**config.mk**
```make
export PLATFORM = sky130hd
export DESIGN_NAME = byte_serializer
export DESIGN_NICKNAME = d
export VERILOG_FILES = /design/src/rtl/bser_pkg.sv /design/src/rtl/bser_wr_qual.sv /design/src/rtl/bser_sclk_gen.sv /design/src/rtl/bser_shift_path.sv /design/src/rtl/byte_serializer.sv
export SDC_FILE = /design/constraint.sdc
export NUM_CORES = 1
export LEC_CHECK = 0
export BUFFER_PORTS_ARGS = -buffer_cell sky130_fd_sc_hd__buf_2
export CAP_MARGIN = 15
export CORE_MARGIN = 3
export CORE_UTILIZATION = 60
export CTS_CLUSTER_SIZE = 16
export DETAILED_ROUTE_END_ITERATION = 16
export PLACE_DENSITY = 0.82
export SETUP_SLACK_MARGIN = 0.5
export SYNTH_ARGS = -nofsm -noshare
export SYNTH_HDL_FRONTEND = slang
export SYNTH_SLANG_ARGS = --single-unit
```
**constraint.sdc**
```tcl
create_clock -name clk -period 4.4 [get_ports clk]
set_input_delay 0.44 -clock clk [delete_from_list [all_inputs] [get_ports clk]]
set_output_delay 0.44 -clock clk [all_outputs]
set_load 0.1 [all_outputs]
```
**src/rtl/bser_pkg.sv**
```systemverilog
package bser_pkg;
  localparam int BYTE_W = 8;

  typedef struct packed {
    logic              full;
    logic [BYTE_W-1:0] data;
  } slot_t;
endpackage

```
**src/rtl/bser_wr_qual.sv**
```systemverilog
module bser_wr_qual
  import bser_pkg::*;
#(
  parameter int MIN_WR_CYC = 13
) (
  input  logic              clk,
  input  logic              rst_n,
  input  logic              cs0_n,
  input  logic              cs1_n,
  input  logic              cs2,
  input  logic              wr_n,
  input  logic [BYTE_W-1:0] din,
  output logic              sel,
  output logic              commit,
  output logic [BYTE_W-1:0] data
);
  localparam int QW = $clog2(MIN_WR_CYC + 1);
  localparam logic [QW-1:0] RUN_MAX = QW'(MIN_WR_CYC);

  logic [QW-1:0] run;
  logic          sel_q;

  assign sel = !cs0_n && !cs1_n && cs2 && !wr_n;

  // run counts consecutive qualified edges, saturating at the minimum width
  always_ff @(posedge clk or negedge rst_n) begin
    if (!rst_n) begin
      run   <= '0;
      sel_q <= 1'b0;
      data  <= '0;
    end else begin
      sel_q <= sel;
      if (sel) begin
        data <= din;
        if (run != RUN_MAX) run <= run + 1'b1;
      end else begin
        run <= '0;
      end
    end
  end

  // trailing edge of a long-enough strobe
  assign commit = sel_q && !sel && (run == RUN_MAX);
endmodule

```
**src/rtl/bser_sclk_gen.sv**
```systemverilog
module bser_sclk_gen #(
  parameter int SCLK_DIV = 8
) (
  input  logic clk,
  input  logic rst_n,
  output logic sclk,
  output logic fall_tick
);
  localparam int CW   = (SCLK_DIV > 2) ? $clog2(SCLK_DIV) : 1;
  localparam int HALF = SCLK_DIV / 2;
  localparam logic [CW-1:0] LAST  = CW'(SCLK_DIV - 1);
  localparam logic [CW-1:0] HIGHS = CW'(HALF);

  logic [CW-1:0] phase;

  always_ff @(posedge clk or negedge rst_n) begin
    if (!rst_n)              phase <= '0;
    else if (phase == LAST)  phase <= '0;
    else                     phase <= phase + 1'b1;
  end

  // low during the first half of a period, high during the second
  assign sclk      = (phase >= HIGHS);
  assign fall_tick = (phase == LAST);
endmodule

```
**src/rtl/bser_shift_path.sv**
```systemverilog
module bser_shift_path
  import bser_pkg::*;
(
  input  logic              clk,
  input  logic              rst_n,
  input  logic              commit,
  input  logic [BYTE_W-1:0] data,
  input  logic              fall_tick,
  output logic              rdy,
  output logic              ser_valid,
  output logic              sdout,
  output logic              overrun
);
  localparam int BW = $clog2(BYTE_W + 1);
  localparam logic [BW-1:0] FULL_CNT = BW'(BYTE_W);
  localparam logic [BW-1:0] ONE      = BW'(1);

  slot_t             hold;
  logic [BYTE_W-1:0] sh;
  logic [BW-1:0]     left;
  logic              ovr;

  always_ff @(posedge clk or negedge rst_n) begin
    if (!rst_n) begin
      hold <= '0;
      sh   <= '1;
      left <= '0;
      ovr  <= 1'b0;
    end else begin
      if (fall_tick) begin
        if (left > ONE) begin
          sh   <= {1'b1, sh[BYTE_W-1:1]};
          left <= left - 1'b1;
        end else if (hold.full) begin
          sh        <= hold.data;
          left      <= FULL_CNT;
          hold.full <= 1'b0;
        end else begin
          sh   <= '1;
          left <= '0;
        end
      end
      if (commit) begin
        if (hold.full) begin
          ovr <= 1'b1;
        end else begin
          hold.data <= data;
          hold.full <= 1'b1;
        end
      end
    end
  end

  assign rdy       = !hold.full;
  assign ser_valid = (left != '0);
  assign sdout     = sh[0];
  assign overrun   = ovr;
endmodule

```
**src/rtl/byte_serializer.sv**
```systemverilog
module byte_serializer
  import bser_pkg::*;
#(
  parameter int MIN_WR_CYC = 13,
  parameter int SCLK_DIV   = 8
) (
  input  logic              clk,
  input  logic              rst_n,
  input  logic              cs0_n,
  input  logic              cs1_n,
  input  logic              cs2,
  input  logic              wr_n,
  input  logic [BYTE_W-1:0] din,
  output logic              rdy,
  output logic              sclk,
  output logic              sdout,
  output logic              ser_valid,
  output logic              overrun
);
  logic              wr_sel;
  logic              wr_commit;
  logic [BYTE_W-1:0] wr_data;
  logic              sh_tick;

  bser_wr_qual #(.MIN_WR_CYC(MIN_WR_CYC)) u_qual (
    .clk(clk), .rst_n(rst_n), .cs0_n(cs0_n), .cs1_n(cs1_n), .cs2(cs2),
    .wr_n(wr_n), .din(din), .sel(wr_sel), .commit(wr_commit), .data(wr_data)
  );

  bser_sclk_gen #(.SCLK_DIV(SCLK_DIV)) u_sclk (
    .clk(clk), .rst_n(rst_n), .sclk(sclk), .fall_tick(sh_tick)
  );

  bser_shift_path u_path (
    .clk(clk), .rst_n(rst_n), .commit(wr_commit), .data(wr_data),
    .fall_tick(sh_tick), .rdy(rdy), .ser_valid(ser_valid),
    .sdout(sdout), .overrun(overrun)
  );
endmodule

```
==> out/metrics.cfg <==
[run_status]
outcome=finished, final reports clean

[clock_tree]
numCtsBuffers=5
hold_buffers=0
post_cts_buffers=0
cts_tree=built
htree_levels=2
cts_resized=0
cts_root_buf=clkbuf_4
cts_buffer_depth=2
cts_sinks=38
clk_pin_slew_worst_paths_ps=110
clk-insertion-delay-late_ps=340

[logic_synthesis]
synth.mux.area_fraction_pct=5.82
synth_seq_cells=38
ys_seq_area_share_pct=55.9
synth_top_family_by_area=simple AND/OR/NAND/NOR gates
yosysUniqueCellTypes=35
ys.flop_type=dfrtp_1
syn_inst=162
ys.warnings.count=0
synth_xor_area_share_pct=0.509
syn_area_mm2=0.00172
async_reset_ff_share_pct=100
synthSimpleGateAreaFrac_pct=19.3
synth_edf_count=0
synth-compound-area-share_pct=9.67
syn_avg_cell_area_um2=10.6
synth_nets=183
synthAdderAreaFrac_pct=5.09

[power_and_ir_drop]
leakage_nw=0.943
peakVddDrop_v=0.000289
combPwrFrac_pct=4.9
powerDensity_mw_per_mm2=317
p_int_mw=0.452
clock_power_share_pct=32.3
total_power_mw=0.594
switching_share_pct=23.8
seqPwrFrac_pct=62.8
p_switching_mw=0.141

[floorplanning]
design.core.area_mm2=0.00259
placementRows=18
initial_core_util_pct=66.4
dieArea_mm2=0.00355
die_w_um=59.5
pin_count=19
die_h_um=59.5

[route]
wl_um=3160
drc=0
via_per_inst=5.83
vias=1224
firstDrtPassIters=5
antenna_left=0
route.detailed.wl_per_inst_um=15.0
drt_iter0_drc=50

[layout]
multi_input_area_um2=694
final_common_cell=nand2_1
drive_gt1_share_pct=26.7
area_growth_syn_to_layout_pct=8.87
final_nets=200
diodes=0
layout_common_cells=37 x nand2_1, 30 x dfrtp_1, 18 x buf_2
seq_area_um2=961
final_core_util_pct=72.3
nFillCells=181

[sta]
rsz0062_at_grt=no
whs_ps=168
maxSlewHeadroom_pct=46.1
fin_crit_sh_pct=52.0
finalWorstSetupSlack_ps=2110
tightest_slew_ps=809
tns_ps=0
max_freq_mhz=437
period_minus_slack_ps=2290
hold_viol=0
fin_worst_skew_ps=11.1
setup_viol=0
report.final.slew_viol_count=0

[placement]
place_ws_ps=2160
routabilityCongestion=0.797
port_buffers=18
dp_hpwl_um=2170

[critical_path]
slowest_stage=or4_1
reg2reg_depth=5
rrSetupSlack_ps=2110
cp_slowest_stage_delay_ps=630
timing.rr.start=u_sclk.phase[0]
crit_type=reg -> reg
crit_path_end=u_path.left[3]
required_ps=4640
cp_common_cell=ha_1
endpoint_kind=flip-flop
crit_path_start=u_sclk.phase[0]
cp_cell_sequence=ha_1 -> ha_1 -> clkinv_1 -> or4_1 -> a32o_1
path_max_fanout=17
arrival_ps=2530
cp-start-kind=flip-flop
r2r-end=u_path.left[3]

[min_path]
hp-class=in -> async

[global_routing]
overflow=0
busiest_layer=met2
grt_pass1_wl_um=5380
grt_max_degree=39
use_met1_pct=25.3
grtUsageMet2_pct=32.3
grt_usage_pct=20.7
use_met3_pct=8.28
grt_pass1_vias=1198
antenna_found_initial=0

[run]
drv_cap=0

cell type report:
cell class | instances | share of cell area, %
sequential | 38 | 51.3
multi-input combinational | 108 | 37.1
timing repair buffer | 18 | 4.81
clock buffer | 7 | 2.94
tap | 30 | 2.00
inverter | 8 | 1.60
clock inverter | 1 | 0.267
routing by layer:
metal,wire (um),vias to the layer above
met4,53,0
met5,0,-
met1,1430,578
met2,1470,45
met3,206,8
li1,-,593
stage by stage:
step	std cells	area [um2]
after floorplan	162	1720
after global placement	202	1810
after detailed placement	202	1810
after CTS	210	1870
after global routing	210	1870
final	210	1870
synth_stat cells (2+ instances only):
| master | count | share of area [%] |
|---|---|---|
| or4_1 | 2 | 0.87 |
| clkinv_1 | 2 | 0.44 |
| o31ai_1 | 7 | 3.1 |
| nor3b_1 | 2 | 0.87 |
| mux2_2 | 8 | 5.2 |
| dfrtp_1 | 30 | 44 |
| a21oi_1 | 8 | 2.3 |
| nor3_1 | 2 | 0.58 |
| dfstp_2 | 8 | 12 |
| inv_1 | 5 | 1.1 |
| nor2_1 | 7 | 1.5 |
| clkbuf_1 | 6 | 1.3 |
| ha_1 | 7 | 5.1 |
| nand3_1 | 2 | 0.58 |
| or2_2 | 2 | 0.73 |
| nand2_1 | 37 | 8.1 |
| o21ai_0 | 3 | 0.87 |
| nor4_1 | 7 | 2.5 |
critical path: cells and delay by family (launching register included):
kind / cells / cell delay, ps
AND/OR/NAND/NOR: 1 / 630
adder cells (fa/ha/maj): 2 / 510
buffers and inverters: 1 / 440
flip-flops: 1 / 390
AO/OA/AOI/OAI: 1 / 220
worst min-delay path by stage:
stage | end | slack, ps | cells after the start
floorplan | u_path.hold[0] | 140 | 0
global placement | u_path.overrun | 440 | 1
detailed placement | u_path.overrun | 440 | 1
CTS | u_path.left[0] | 190 | 1
global route | u_qual.run[0] | 200 | 1
finish | u_sclk.phase[2] | 170 | 1
sequential cells by signal, summed over array words and instances (netlist names):
signal	flops
u_path.sh	8
u_qual.run	4
u_qual.data	8
u_path.hold	9
u_sclk.phase	3
u_path.left	4
u_path.overrun	1
u_qual.sel_q	1
power by group through the flow:
stage	combinational, mW	clock (mW)	sequential, mW
final	0.0288	0.192	0.373
after global routing	0.0337	0.212	0.374
after CTS	0.0291	0.195	0.372
after detailed placement	0.0288	0	0.379
after global placement	0.0272	0	0.377
after floorplan	0.0143	0	0.375
cell families (layout without fill, tap and decap cells):
kind of cell    Yosys count  after routing
simple gates             66             66
flops                    38             38
compound gates           25             25
buf+inv                  16             34
mux                       9              9
fa+ha+maj                 7              7
xor+xnor                  1              1
Note: power is estimated with default switching activity, not from simulation.
